===== src/rtl/bcast_pkg.sv =====
package bcast_pkg;
    localparam logic [15:0] WIN_BASE    = 16'h2188;
    localparam int          WIN_REGS    = 6;
    localparam int          REC_LAST    = 22;
    localparam int          REC_TIME_LO = 10;
    localparam int          REC_IDX_W   = 5;

    typedef enum logic [2:0] {
        OFF_CH_LO  = 3'd0,
        OFF_CH_HI  = 3'd1,
        OFF_COUNT  = 3'd2,
        OFF_PREFIX = 3'd3,
        OFF_DATA   = 3'd4,
        OFF_STAT   = 3'd5
    } reg_off_e;

    typedef enum logic [2:0] {
        MISC_LED   = 3'd0,
        MISC_RSVD  = 3'd1,
        MISC_STAT  = 3'd2,
        MISC_SOUND = 3'd3
    } misc_off_e;

    localparam logic [7:0] PFX_FIRST  = 8'h10;
    localparam logic [7:0] PFX_LAST   = 8'h80;
    localparam logic [7:0] PFX_CLOCK  = 8'h90;
    localparam logic [7:0] DATA_EMPTY = 8'hFF;
    localparam logic [7:0] SAT_COUNT  = 8'h7F;
    localparam logic [7:0] STAT_CONST = 8'h10;
    localparam logic [7:0] SOUND_RST  = 8'h80;
endpackage


===== src/rtl/bcast_time_rec.sv =====
module bcast_time_rec
    import bcast_pkg::*;
(
    input  logic        clk,
    input  logic        rst_n,
    input  logic        adv,
    input  logic        restart,
    input  logic [63:0] time_in,
    output logic [7:0]  rec_byte
);
    typedef struct packed {
        logic [REC_IDX_W-1:0] idx;
        logic [63:0]          snap;
    } rec_st;

    rec_st r_d, r_q;

    always_comb begin
        r_d = r_q;
        if (restart) begin
            r_d.idx  = '0;
            r_d.snap = time_in;
        end else if (adv) begin
            r_d.idx = (r_q.idx == REC_IDX_W'(REC_LAST)) ? '0 : r_q.idx + 1'b1;
        end
    end

    always_comb begin
        rec_byte = 8'h00;
        case (r_q.idx)
            REC_IDX_W'(4):           rec_byte = 8'h10;
            REC_IDX_W'(5),
            REC_IDX_W'(6):           rec_byte = 8'h01;
            default: begin
                if (r_q.idx >= REC_IDX_W'(REC_TIME_LO) &&
                    r_q.idx <  REC_IDX_W'(REC_TIME_LO + 8))
                    rec_byte = r_q.snap[8*(r_q.idx - REC_IDX_W'(REC_TIME_LO)) +: 8];
            end
        endcase
    end

    always_ff @(posedge clk) begin
        if (!rst_n) r_q <= '0;
        else        r_q <= r_d;
    end

    // index stays within the 23-byte record
    assert_index_range_R7: assert property (@(posedge clk) disable iff (!rst_n)
        r_q.idx <= REC_IDX_W'(REC_LAST));

    // restart puts the index back to zero
    assert_restart_zero_R8: assert property (@(posedge clk) disable iff (!rst_n)
        restart |=> r_q.idx == '0);
endmodule


===== src/rtl/bcast_stream.sv =====
module bcast_stream
    import bcast_pkg::*;
#(
    parameter int CNT_W = 16
) (
    input  logic             clk,
    input  logic             rst_n,
    input  logic             sel,
    input  logic [2:0]       off,
    input  logic             rd,
    input  logic             wr,
    input  logic [7:0]       wdata,
    input  logic             load,
    input  logic [CNT_W-1:0] load_pkts,
    input  logic             byte_valid,
    input  logic [7:0]       byte_in,
    input  logic [7:0]       rec_byte,
    output logic             byte_ready,
    output logic [7:0]       rd_val,
    output logic             rec_adv,
    output logic             rec_restart
);
    localparam logic [CNT_W-1:0] SAT_Q = CNT_W'(SAT_COUNT);

    typedef struct packed {
        logic [7:0]       ch_lo;
        logic [5:0]       ch_hi;
        logic             pf_en;
        logic             dt_en;
        logic             loaded;
        logic             first;
        logic [CNT_W-1:0] queue;
        logic [7:0]       pf_val;
        logic [7:0]       dt_val;
        logic [7:0]       stat;
    } strm_st;

    strm_st s_d, s_q;
    logic   chan_zero;
    logic   do_rd, do_wr;
    logic [7:0]       pv, dv;
    logic [CNT_W-1:0] qn;

    assign chan_zero = (s_q.ch_lo == 8'h00) && (s_q.ch_hi == 6'h00);
    assign do_rd     = sel && rd;
    assign do_wr     = sel && wr;

    always_comb begin
        s_d         = s_q;
        rd_val      = 8'h00;
        byte_ready  = 1'b0;
        rec_adv     = 1'b0;
        rec_restart = 1'b0;
        pv          = s_q.pf_val;
        dv          = s_q.dt_val;
        qn          = s_q.queue;

        if (do_rd) begin
            case (off)
                OFF_CH_LO: rd_val = s_q.ch_lo;
                OFF_CH_HI: rd_val = {2'b00, s_q.ch_hi};
                OFF_COUNT: begin
                    if (s_q.pf_en && s_q.dt_en) begin
                        if (chan_zero)
                            rd_val = 8'h01;
                        else if (s_q.loaded)
                            rd_val = (s_q.queue > SAT_Q) ? SAT_COUNT : 8'(s_q.queue);
                    end
                end
                OFF_PREFIX: begin
                    if (s_q.pf_en) begin
                        if (chan_zero) begin
                            pv = PFX_CLOCK;
                        end else if (s_q.loaded) begin
                            pv = 8'h00;
                            if (s_q.first) begin
                                pv          = pv | PFX_FIRST;
                                s_d.first   = 1'b0;
                            end
                            if (s_q.queue != '0) qn = s_q.queue - 1'b1;
                            s_d.queue = qn;
                            if (qn == '0) pv = pv | PFX_LAST;
                        end
                        s_d.pf_val = pv;
                        s_d.stat   = s_q.stat | pv;
                        rd_val     = pv;
                    end
                end
                OFF_DATA: begin
                    if (s_q.dt_en) begin
                        if (chan_zero) begin
                            dv      = rec_byte;
                            rec_adv = 1'b1;
                        end else if (s_q.loaded) begin
                            byte_ready = 1'b1;
                            dv         = byte_valid ? byte_in : DATA_EMPTY;
                        end
                        s_d.dt_val = dv;
                        rd_val     = dv;
                    end
                end
                OFF_STAT: begin
                    rd_val   = s_q.stat;
                    s_d.stat = 8'h00;
                end
                default: rd_val = 8'h00;
            endcase
        end

        if (do_wr) begin
            case (off)
                OFF_CH_LO:  s_d.ch_lo = wdata;
                OFF_CH_HI:  s_d.ch_hi = wdata[5:0];
                OFF_PREFIX: s_d.pf_en = |wdata;
                OFF_DATA: begin
                    s_d.dt_en   = |wdata;
                    rec_restart = chan_zero;
                end
                default: ;
            endcase
        end

        if (load) begin
            s_d.loaded = 1'b1;
            s_d.first  = 1'b1;
            s_d.queue  = load_pkts;
        end
    end

    always_ff @(posedge clk) begin
        if (!rst_n) s_q <= '0;
        else        s_q <= s_d;
    end

    // the count never reads above the saturation value
    assert_count_sat_R3: assert property (@(posedge clk) disable iff (!rst_n)
        (do_rd && off == OFF_COUNT) |-> rd_val <= SAT_COUNT);

    // the first flag is gone after a counted prefix read
    assert_first_once_R4: assert property (@(posedge clk) disable iff (!rst_n)
        (do_rd && off == OFF_PREFIX && s_q.pf_en && !chan_zero && s_q.loaded && !load)
        |=> !s_q.first);

    // a status read leaves the register clear
    assert_stat_clear_R5: assert property (@(posedge clk) disable iff (!rst_n)
        (do_rd && off == OFF_STAT) |=> s_q.stat == 8'h00);

    // a byte is only taken by a data-latch read
    assert_ready_on_read_R6: assert property (@(posedge clk) disable iff (!rst_n)
        byte_ready |-> (do_rd && off == OFF_DATA && s_q.dt_en));

    // a disabled prefix latch returns zero
    assert_pf_disabled_R2: assert property (@(posedge clk) disable iff (!rst_n)
        (do_rd && off == OFF_PREFIX && !s_q.pf_en) |-> rd_val == 8'h00);
endmodule


===== src/rtl/bcast_rx_regs.sv =====
module bcast_rx_regs
    import bcast_pkg::*;
#(
    parameter int NUM_STREAMS = 2,
    parameter int CNT_W       = 16,
    parameter int ADDR_W      = 16
) (
    input  logic                         clk,
    input  logic                         rst_n,
    input  logic [ADDR_W-1:0]            bus_addr,
    input  logic                         bus_rd,
    input  logic                         bus_wr,
    input  logic [7:0]                   bus_wdata,
    input  logic [7:0]                   open_bus,
    output logic [7:0]                   rd_data,
    input  logic [63:0]                  time_in,
    input  logic [NUM_STREAMS-1:0]       s_load,
    input  logic [NUM_STREAMS*CNT_W-1:0] s_pkts,
    input  logic [NUM_STREAMS-1:0]       s_byte_valid,
    input  logic [NUM_STREAMS*8-1:0]     s_byte,
    output logic [NUM_STREAMS-1:0]       s_byte_ready
);
    localparam int MISC_LO  = NUM_STREAMS * WIN_REGS;
    localparam int MISC_HI  = MISC_LO + WIN_REGS;

    typedef struct packed {
        logic [3:0] led;
        logic [7:0] sound;
        logic [7:0] rdata;
    } top_st;

    top_st t_d, t_q;

    logic [ADDR_W-1:0]      rel;
    logic                   above;
    logic                   misc_hit;
    logic [2:0]             misc_off;
    logic [NUM_STREAMS-1:0] sel;
    logic [NUM_STREAMS-1:0] adv_v, rst_v;
    logic [7:0]             val_v [NUM_STREAMS];
    logic [7:0]             rec_byte;
    logic [7:0]             strm_val;
    logic                   strm_hit;

    assign rel      = bus_addr - ADDR_W'(WIN_BASE);
    assign above    = bus_addr >= ADDR_W'(WIN_BASE);
    assign misc_hit = above && rel >= ADDR_W'(MISC_LO) && rel < ADDR_W'(MISC_HI);
    assign misc_off = 3'(rel - ADDR_W'(MISC_LO));

    for (genvar k = 0; k < NUM_STREAMS; k++) begin : g_strm
        logic [2:0] off_k;
        assign sel[k] = above && rel >= ADDR_W'(k * WIN_REGS)
                              && rel <  ADDR_W'((k + 1) * WIN_REGS);
        assign off_k  = 3'(rel - ADDR_W'(k * WIN_REGS));

        bcast_stream #(.CNT_W(CNT_W)) u_strm (
            .clk         (clk),
            .rst_n       (rst_n),
            .sel         (sel[k]),
            .off         (off_k),
            .rd          (bus_rd),
            .wr          (bus_wr),
            .wdata       (bus_wdata),
            .load        (s_load[k]),
            .load_pkts   (s_pkts[k*CNT_W +: CNT_W]),
            .byte_valid  (s_byte_valid[k]),
            .byte_in     (s_byte[k*8 +: 8]),
            .rec_byte    (rec_byte),
            .byte_ready  (s_byte_ready[k]),
            .rd_val      (val_v[k]),
            .rec_adv     (adv_v[k]),
            .rec_restart (rst_v[k])
        );
    end

    bcast_time_rec u_rec (
        .clk      (clk),
        .rst_n    (rst_n),
        .adv      (|adv_v),
        .restart  (|rst_v),
        .time_in  (time_in),
        .rec_byte (rec_byte)
    );

    always_comb begin
        strm_val = 8'h00;
        for (int k = 0; k < NUM_STREAMS; k++) strm_val = strm_val | val_v[k];
    end

    assign strm_hit = |sel;

    always_comb begin
        t_d = t_q;
        if (bus_rd) begin
            if (strm_hit) begin
                t_d.rdata = strm_val;
            end else if (misc_hit) begin
                case (misc_off)
                    MISC_LED:   t_d.rdata = {4'h0, t_q.led};
                    MISC_STAT:  t_d.rdata = STAT_CONST;
                    MISC_SOUND: t_d.rdata = t_q.sound;
                    default:    t_d.rdata = 8'h00;
                endcase
            end else begin
                t_d.rdata = open_bus;
            end
        end
        if (bus_wr && misc_hit) begin
            case (misc_off)
                MISC_LED:   t_d.led   = bus_wdata[3:0];
                MISC_SOUND: t_d.sound = bus_wdata;
                default: ;
            endcase
        end
    end

    always_ff @(posedge clk) begin
        if (!rst_n) begin
            t_q.led   <= 4'h0;
            t_q.sound <= SOUND_RST;
            t_q.rdata <= 8'h00;
        end else begin
            t_q <= t_d;
        end
    end

    assign rd_data = t_q.rdata;

    // undecoded reads return the open-bus value
    assert_open_bus_R10: assert property (@(posedge clk) disable iff (!rst_n)
        (bus_rd && !strm_hit && !misc_hit) |=> rd_data == $past(open_bus));

    // read data holds between reads
    assert_rd_hold_R12: assert property (@(posedge clk) disable iff (!rst_n)
        !bus_rd |=> $stable(rd_data));

    // at most one stream window is selected
    assert_one_window_R11: assert property (@(posedge clk) disable iff (!rst_n)
        $onehot0(sel));
endmodule


===== config.mk =====
export PLATFORM = sky130hd
export DESIGN_NAME = bcast_rx_regs
export DESIGN_NICKNAME = d
export VERILOG_FILES = /design/src/rtl/bcast_pkg.sv /design/src/rtl/bcast_time_rec.sv /design/src/rtl/bcast_stream.sv /design/src/rtl/bcast_rx_regs.sv
export SDC_FILE = /design/constraint.sdc
export NUM_CORES = 1
export LEC_CHECK = 0
export ABC_AREA = 1
export BUFFER_PORTS_ARGS = -buffer_cell sky130_fd_sc_hd__buf_2
export CAP_MARGIN = 10
export CORE_MARGIN = 3
export CORE_UTILIZATION = 45
export DETAILED_ROUTE_END_ITERATION = 10
export PLACE_DENSITY = 0.67
export SYNTH_ARGS = -nofsm -noshare
export SYNTH_HDL_FRONTEND = slang
export SYNTH_SLANG_ARGS = --single-unit

===== constraint.sdc =====
create_clock -name clk -period 2.65 [get_ports clk]
set_clock_uncertainty 0.1 [all_clocks]
set_input_delay 0.3975 -clock clk [delete_from_list [all_inputs] [get_ports clk]]
set_output_delay 0.3975 -clock clk [all_outputs]
set_load 0.05 [all_outputs]

==> results.cfg, run 1 <==
[routing]
vias = 13410
drcViolationCount = 0
drtAntennaViolNets = 0
drt-pass1-iter-count = 6
vias_per_cell = 5.397
drt_wl_total_um = 39770
drtIter0Drc = 1433
wl_per_cell_um = 16.01

[floorplan]
die_y_um = 170.6
io-pin-count = 162
initial_utilization_pct = 46.24
num_rows = 59
die_x_um = 170.6
fp.coreArea_um2 = 26350
die_area_um2 = 29090

[layout]
finish.utilization_pct = 57.77
antenna_cells = 0
fin_nets = 2298
fin_cells = 2484
area_growth_pct = 24.94
drive_gt1_share_pct = 20.10

[power_and_ir_drop]
cell_internal_pwr_uw = 5654
p_sw_uw = 2079
p_comb_share_pct = 13.2
swShare_pct = 26.88
power.density_nw_per_um2 = 507.9
p_leak_uw = 0.006502
ir_worst_vdd_mv = 0.4564
clockPowerShare_pct = 46.2
power_frac_seq_pct = 40.7

[clock_network]
cts_max_path_buffers = 3
cts_tree = built
insertion_delay_ns = 0.53
cts_sinks = 205
clk_pin_slew_ns = 0.06
clockRootBuffer = clkbuf_16
htreeDepth = 1
cts_buffers = 25

[synth]
synth_mux_area_share_pct = 0
synth_top_family_by_area = simple AND/OR/NAND/NOR gates
seq_area_frac_synth_pct = 33.68
synth_cells = 1888
ys_types = 47
synth_xor_area_share_pct = 1.294
syn_nets = 2055
avgSynthCellArea_um2 = 6.454
yosys_warnings = 0
synth-async-reset-ratio_pct = 0
synth_area_um2 = 12190
synthFlopType = dfxtp_1
synth-adder-area-share_pct = 1.540
yosys.area_share.simple_pct = 35.09
synth_compound_area_share_pct = 18.39
ys_ff_latch = 205
synth_edf_count = 0

[worst_setup_path]
path_cells = buf_8 > inv_8 > ha_4 > nand3_4 > nand2_4 > nand2_2 > nand3_2 > or2_4 > nor2_4 > nand2_4 > nor2_8 > nand2_4 > nor2_4 > inv_2 > nor2_4 > buf_8
start_kind = input port
cpPeakStageDelay_ns = 0.26
r2r-start = u_rec.r_q[64]
worstSetupStartpoint = bus_addr[3]
arrival_ns = 2.13
crit_type = in2out
cp_top_family = simple AND/OR/NAND/NOR gates
required_ns = 2.15
slowest_stage = or2_4
critical_path_peak_fanout = 4
crit_buf_inv = 4
worst_setup_path_end_kind = primary output

[grt]
grt_pass1_wl_um = 62800
grt_usage_pct = 26.29
grt_max_degree = 70
antenna_found_initial = 0
grt_use_met3_pct = 3.027
met1_usage_pct = 38.47
overflow = 0
grt-busiest-layer = met2
grt_pass1_vias = 12200
grtUsageMet2_pct = 42.10

[outcome]
outcome = complete, no violations

[run]
cap_violations = 0

[placement]
gp_congestion = 0.9611
post-dp-hpwl_um = 29020
dp.cells = 2411
numPortBuffers = 161

[sta]
tightest_slew_ns = 0.6455
post-route-period-util_pct = 99.24
finalSetupViolations = 0
maxSlewHeadroom_pct = 56.68
rsz0062_at_grt = true
fmax_mhz = 380.3
slew_viol_final = 0
period_needed_ns = 2.630
finalSetupTns_ns = 0
hold_viol_final = 0

[worst_hold_path]
hold_path.class = in2reg
hold_start = time_in[11]
-- path summary, 6_finish.rpt --
path | end | slack, ns | cells past startpoint
worst min-delay path | u_rec.r_q[11] | 0.01 | 3
worst max register to register | rd_data[6] | 0.25 | 13
worst max-delay path | s_byte_ready[0] | 0.02 | 16
worst min register to register | g_strm[1].u_strm.s_q[8] | 0.35 | 2
-- per-stage QoR --
stage | cell area [um2] | power [uW] | setup slack (ns) | hold slack [ns]
floorplan | 12250 | 3784 | 0.0006934 | 0.3236
global placement | 13920 | 4157 | -0.1956 | 0.3332
detailed placement | 13920 | 4162 | -0.2314 | 0.3369
CTS | 15050 | 7757 | -0.01999 | 0.0003170
global route | 15220 | 8024 | -0.08461 | 0.01518
finish | 15220 | 7732 | 0.02019 | 0.01399
-- sequential cells by signal, indices dropped and copies added (netlist names) --
register / cells
g_strm.u_strm.s_q: 116
u_rec.r_q: 69
t_q: 12
rd_data: 8
-- logic make-up after synthesis --
logic type,count (synthesis)
buffers and inverters,267
xor gates and xnor gates,18
DFF,205
and+or+nand+nor,970
AOI/OAI and AO/OA,413
adders and majority gates,15
-- power groups by stage --
stage               registers (uW)  logic (uW)  clock network, uW
floorplan                     3200         581                  0
global placement              3210         947                  0
detailed placement            3210         951                  0
CTS                           3140         983               3630
global route                  3150        1130               3750
finish                        3140        1020               3570
-- cell usage after synthesis (9+ instances only) --
master    number  share of area, %
nand2_1      453                14
nor2_1       230               7.1
a21oi_1      206               8.5
dfxtp_1      205                34
nand3_1      201               8.3
inv_1        152               4.7
o21ai_0      122               5.0
clkbuf_1      56               1.7
nor3_1        30               1.2
buf_6         21               1.9
o22ai_1       18              0.92
a211oi_1      17               1.0
ha_1          15               1.5
o21ai_1       13              0.53
buf_4         12              0.74
o221ai_1      12              0.86
nand4_1       11              0.56
buf_2         10              0.41
xor2_1        10              0.72
nand2_2        9              0.46
-- cell usage in the layout (no fill, tap or decap), types with 5 or more instances in the layout --
master,n
a211oi_1,17
a21oi_1,203
a31oi_1,6
buf_12,7
buf_2,157
buf_4,133
buf_6,5
clkbuf_16,25
clkbuf_8,8
clkinv_1,5
dfxtp_1,205
dlygate4sd3_1,12
ha_1,14
inv_1,149
inv_2,5
nand2_1,441
nand2_2,17
nand2_4,7
nand3_1,196
nand3_2,6
nand3_4,7
nand4_1,11
nor2_1,224
nor2_2,8
nor2_4,7
nor3_1,29
o211ai_1,8
o21ai_0,115
o21ai_1,19
o221ai_1,12
o22ai_1,18
xnor2_1,8
xor2_1,10
-- worst min-delay path, stage by stage --
cell     delay, ns
buf_2         0.10
nand2_1       0.05
a21oi_1       0.05
-- routing by layer --
layer | up-vias | wire, um
met5 | - | 0
met4 | 0 | 685
met2 | 473 | 17930
met3 | 61 | 2888
li1 | 6749 | -
met1 | 6124 | 18270
-- cell type report --
type,count,area (um2)
Multi-Input combinational cell,1416,7039
Clock buffer,33,735.7
Sequential cell,205,4104
Clock inverter,12,135.1
Inverter,166,645.6
Tap cell,335,419.2
Fill cell,2586,11130
Timing Repair Buffer,317,2146
-- repair_timing --
item | CTS | global route
hold endpoints to repair | 12 | 0
setup endpoints to repair | 2 | 16
setup buffers | 9 | 7
hold buffers | 12 | 0
pin swaps | 8 | 23
resized for setup | 17 | 42
Note: power is estimated with default switching activity, not from simulation.
==> run 2, diff against run 1 <==
BUFFER_PORTS_ARGS = -buffer_cell sky130_fd_sc_hd__clkbuf_2   (was -buffer_cell sky130_fd_sc_hd__buf_2)
==> run 2 against run 1 <==
Final area up 2.8%. Fmax down 0.18%. Register-to-register slack worse by 0.09 ns. Combinational power about the same. Non-clock buffer count up 43. Critical path depth up 1. Routed wire length up 3.2%. Setup slack worse by 0.0047 ns. Cell count up 1.7%. Largest power group unchanged.
==> results.cfg, run 2 (synthesized netlist as in run 1, its figures left out) <==
[outcome]
outcome = complete, no violations

[sta]
finalSetupTns_ns = 0
finalSetupViolations = 0
slew_viol_final = 0
maxSlewHeadroom_pct = 39.05
period_needed_ns = 2.635
rsz0062_at_grt = true
setup_ws_ns = 0.01548
tightest_slew_ns = 0.9087
post-route-period-util_pct = 99.42
fmax_mhz = 379.6
hold_viol_final = 0

[worst_setup_path]
worst_setup_path_end_kind = primary output
start_kind = input port
rrSetupSlack_ns = 0.16
critical_path_peak_fanout = 4
r2r.worst_path.cells = 15
arrival_ns = 2.14
crit_type = in2out
required_ns = 2.15
r2r-start = u_rec.r_q[64]
reg2reg_to = rd_data[2]

[clock_network]
cts_max_path_buffers = 3
cts_tree = built
htreeDepth = 1
cts_sinks = 205
cts_buffers = 24
clk_pin_slew_ns = 0.07
clockRootBuffer = clkbuf_16
insertion_delay_ns = 0.54

[placement]
dp_slack_ns = -0.1672
place_area_um2 = 13970
post-dp-hpwl_um = 29490
numPortBuffers = 161
gp_congestion = 0.9435

[layout]
stdcell_area_um2 = 15650
area_growth_pct = 28.42
final_common_cell = nand2_1
largest-register = g_strm.u_strm.s_q
drive_gt1_share_pct = 18.94
antenna_cells = 0
layout.cells.most_common_list = nand2_1 (445), nor2_1 (229), dfxtp_1 (205)
fin_nets = 2340
finish.utilization_pct = 59.38
largest_reg_flops = 116
reg.largest.list = g_strm.u_strm.s_q: 116 flops, u_rec.r_q: 69 flops, t_q: 12 flops

[floorplan]
die_y_um = 170.6
io-pin-count = 162
die_area_um2 = 29090
fp.coreArea_um2 = 26350
die_x_um = 170.6
num_rows = 59
initial_utilization_pct = 46.24

[routing]
drtAntennaViolNets = 0
drt-pass1-iter-count = 9
drcViolationCount = 0
drtIter0Drc = 1395
drt_wl_total_um = 41030
wl_per_cell_um = 16.24
vias = 13620
vias_per_cell = 5.390

[grt]
grt_max_degree = 73
met1_usage_pct = 38.57
antenna_found_initial = 1
grt_pass1_vias = 12740
grt_use_met3_pct = 3.697
grt_usage_pct = 27.38
grtUsageMet2_pct = 44.78
grt_pass1_wl_um = 65280
grt-busiest-layer = met2
overflow = 0

[power_and_ir_drop]
p_leak_uw = 0.006732
power.density_nw_per_um2 = 510.1
ir_worst_vdd_mv = 0.4077
power_uw = 7982

[worst_hold_path]
hold_end = u_rec.r_q[8]
hold_start = time_in[8]
min_path_cells = 3
hold_path.class = in2reg

[run]
cap_violations = 0
==> run 2: cell types whose count changed in the layout (fill, tap and decap cells not counted), sizes merged <==
cell / delta
clkinv: +4
bufinv: +4
buf: -159
clkinvlp: -4
clkbuf: +153
dlygate4sd3: +46
inv: -2
==> run 2: area by class of cell <==
type                    instances  area [um2]
clock buffers                  30       673.1
clock inverters                14       235.2
fillers                      2544       10710
inverters                     166       636.9
multi-input cells            1416        6969
flip-flops and latches        205        4104
well taps                     335       419.2
repair buffers                360        2611
==> run 2: how the worst max path moves through the flow <==
stage | end | startpoint | depth (start not counted)
global route | s_byte_ready[0] | bus_addr[5] | 17
finish | s_byte_ready[0] | bus_addr[4] | 17
CTS | s_byte_ready[0] | bus_addr[4] | 16
detailed placement | u_rec.r_q[37] | bus_addr[4] | 17
global placement | s_byte_ready[0] | bus_addr[4] | 17
floorplan | s_byte_ready[1] | bus_addr[4] | 16
==> run 2: critical path, cell delays in order <==
cell,delay (ns)
buf_8,0.09
inv_4,0.04
ha_4,0.16
nand3_4,0.08
nand2_4,0.06
nand2_2,0.07
nand3_2,0.07
or2_4,0.24
nor2_4,0.12
nand2_4,0.08
nor2_8,0.11
nand2_4,0.07
nor2_4,0.12
inv_2,0.05
nor2_1,0.09
buf_4,0.14
buf_12,0.13
==> run 2: what timing repair did <==
action,CTS,global route
hold endpoints to repair,58,0
gates cloned,0,0
setup buffers,8,6
pin swaps,10,13
resized for setup,8,20
endpoints found under the setup margin,2,5
hold buffers,58,0
==> run 2: report_power, final <==
part	total (uW)	internal (uW)	switching (uW)
Combinational	1050	415	635
Sequential	3150	3110	33.4
Clock	3790	2390	1400
Total	7980	5910	2070
==> run 2: layer usage <==
layer | vias up | wire [um]
met4 | 0 | 864
met1 | 6263 | 18350
li1 | 6824 | -
met5 | - | 0
met3 | 72 | 3047
met2 | 457 | 18770
==> run 2: metrics by stage <==
stage,cells,hold WS [ns]
6_report,2526,0.004645
2_1_floorplan,1888,0.3236
3_3_place_gp,2410,0.3316
3_5_place_dp,2410,0.3369
5_1_grt,2526,0.02886
4_1_cts,2520,0.001456
==> run 3, diff against run 2 <==
CELL_PAD_IN_SITES_DETAIL_PLACEMENT = 2   (was unset)
CELL_PAD_IN_SITES_GLOBAL_PLACEMENT = 2   (was unset)
CORE_UTILIZATION = 29   (was 45)
PLACE_DENSITY = unset   (was 0.67)
PLACE_DENSITY_LB_ADDON = 0.1   (was unset)
==> run 3 against run 2 <==
The flow now finishes with violations (setup timing). Non-clock buffer count is 27 higher. Core utilization is 20 points lower. Sequential share of layout area is 0.92 points lower. Global-route usage is 3.4 points lower. Fmax is 3.0% lower. Register-to-register slack worse by 0.02 ns. Final area is 3.7% higher. Clock-buffer cell count is 9 higher. Critical path depth is 1 lower. Die area is 53% higher. Power is 0.14% lower.
==> results.cfg, run 3 (synthesized netlist as in run 1, its figures left out) <==
[layout]
drive_gt1_share_pct = 20.57
largest_reg_flops = 116
antenna_cells = 0
fin_nets = 2370
final_common_cell = nand2_1
layout.cells.most_common_list = nand2_1 (443), nor2_1 (223), dfxtp_1 (205)
area_growth_pct = 33.11
stdcell_area_um2 = 16220
reg.largest.list = g_strm.u_strm.s_q: 116 flops, u_rec.r_q: 69 flops, t_q: 12 flops
largest-register = g_strm.u_strm.s_q

[floorplan]
io-pin-count = 162
initial_utilization_pct = 29.57
die_area_um2 = 44510
fp.coreArea_um2 = 41200
die_y_um = 211.0
die_x_um = 211.0
num_rows = 74

[routing]
drt-pass1-iter-count = 5
vias = 14050
drt_wl_total_um = 54080
wl_per_cell_um = 19.64
drtIter0Drc = 616
drcViolationCount = 0
drtAntennaViolNets = 0
vias_per_cell = 5.102

[sta]
finalSetupTns_ns = -0.1079
post-route-period-util_pct = 102.5
setup_ws_ns = -0.06703
period_needed_ns = 2.717
tightest_slew_ns = 0.5827
maxSlewHeadroom_pct = 60.89
rsz0062_at_grt = true
fmax_mhz = 368.0
hold_viol_final = 0
slew_viol_final = 0
finalSetupViolations = 2

[power_and_ir_drop]
p_leak_uw = 0.006904
power.density_nw_per_um2 = 491.4
ir_worst_vdd_mv = 0.4127

[placement]
dp_slack_ns = -0.3845
gp_congestion = 0.8622
numPortBuffers = 161
post-dp-hpwl_um = 40330
place_area_um2 = 14470

[clock_network]
clockRootBuffer = clkbuf_16
cts_max_path_buffers = 3
cts_sinks = 205
cts_buffers = 27
htreeDepth = 1
insertion_delay_ns = 0.56
clk_pin_slew_ns = 0.06
cts_tree = built

[grt]
overflow = 0
grt_pass1_wl_um = 85520
antenna_found_initial = 4
grt_max_degree = 76
grt_pass1_vias = 15300
grt_usage_pct = 23.98

[worst_hold_path]
hold_path.class = in2reg

[worst_setup_path]
path_cells = clkbuf_8 > inv_6 > ha_4 > nand3_4 > nand2_2 > nand3_2 > nor2_4 > nand2_2 > a21oi_2 > nand3_2 > clkinv_4 > nand2_8 > nor2_8 > nand2_4 > nor3_4 > buf_12
cpPeakStageDelay_ns = 0.17
slowest_stage = nor3_4
required_ns = 2.15
worst_setup_path_end_kind = primary output
start_kind = input port
critical_path_peak_fanout = 4
rrSetupSlack_ns = 0.14
crit_type = in2out
arrival_ns = 2.22

[run]
cap_violations = 0

[outcome]
violations = setup timing
outcome = finished with violations
run 3: changes by cell type in the layout (fill, tap and decap cells not counted), moves of 5 or more:
| cell | before | now |
|---|---|---|
| bufinv_16 | 6 | 1 |
| clkbuf_8 | 5 | 10 |
| nor2_1 | 229 | 223 |
| buf_4 | 131 | 151 |
run 3: timing repair:
action,CTS,global route
pin swaps,14,8
endpoints found under the hold margin,60,0
hold buffers,60,0
resized for setup,25,25
endpoints found under the setup margin,2,33
buffers inserted,8,5
run 3: routing by layer:
metal | vias up | GRT usage (%) | wire (um)
li1 | 6877 | - | -
met1 | 6897 | 30.16 | 23990
met2 | 191 | 43.62 | 27140
met3 | 77 | 3.134 | 1573
met4 | 8 | 5.635 | 1319
met5 | - | 0 | 56
run 3: worst max-delay path, delay by kind of cell:
kind	cells	cell delay, ns
buffers and inverters	4	0.45
adder cells (fa/ha/maj)	1	0.15
AND/OR/NAND/NOR	10	1.07
AO/OA/AOI/OAI	1	0.15
run 3: power by group:
| part | switching, uW | leakage, uW | internal (uW) |
|---|---|---|---|
| clock network | 1480 | 0.000447 | 2200 |
| logic | 694 | 0.00480 | 442 |
| registers | 36.3 | 0.00166 | 3110 |
| total | 2210 | 0.00690 | 5760 |
run 3: final cells by class:
type	count	area, um2
Inverter	166	655.6
Clock buffer	39	810.8
Fill cell	4943	24980
Sequential cell	205	4104
Clock inverter	9	73.82
Tap cell	532	665.6
Timing Repair Buffer	387	2882
Multi-Input combinational cell	1416	7029
run 3: worst paths after layout:
check                           start                       end  depth (start not counted)
max reg2reg             u_rec.r_q[64]                rd_data[7]                         16
max                       bus_addr[3]           s_byte_ready[1]                         16
min reg2reg  g_strm[1].u_strm.s_q[13]  g_strm[1].u_strm.s_q[13]                          2
min                       time_in[11]             u_rec.r_q[11]                          3
run 3: per-stage QoR:
stage	total power, uW	hold slack, ns	cells	util, %
after floorplan	3784	0.3236	1888	-
after global placement	4228	0.3353	2634	35.12
after detailed placement	4257	0.3452	2634	35.12
after CTS	8057	0.0004958	2750	39.13
after global routing	8350	0.01485	2754	39.37
final	7971	0.007763	2754	39.37
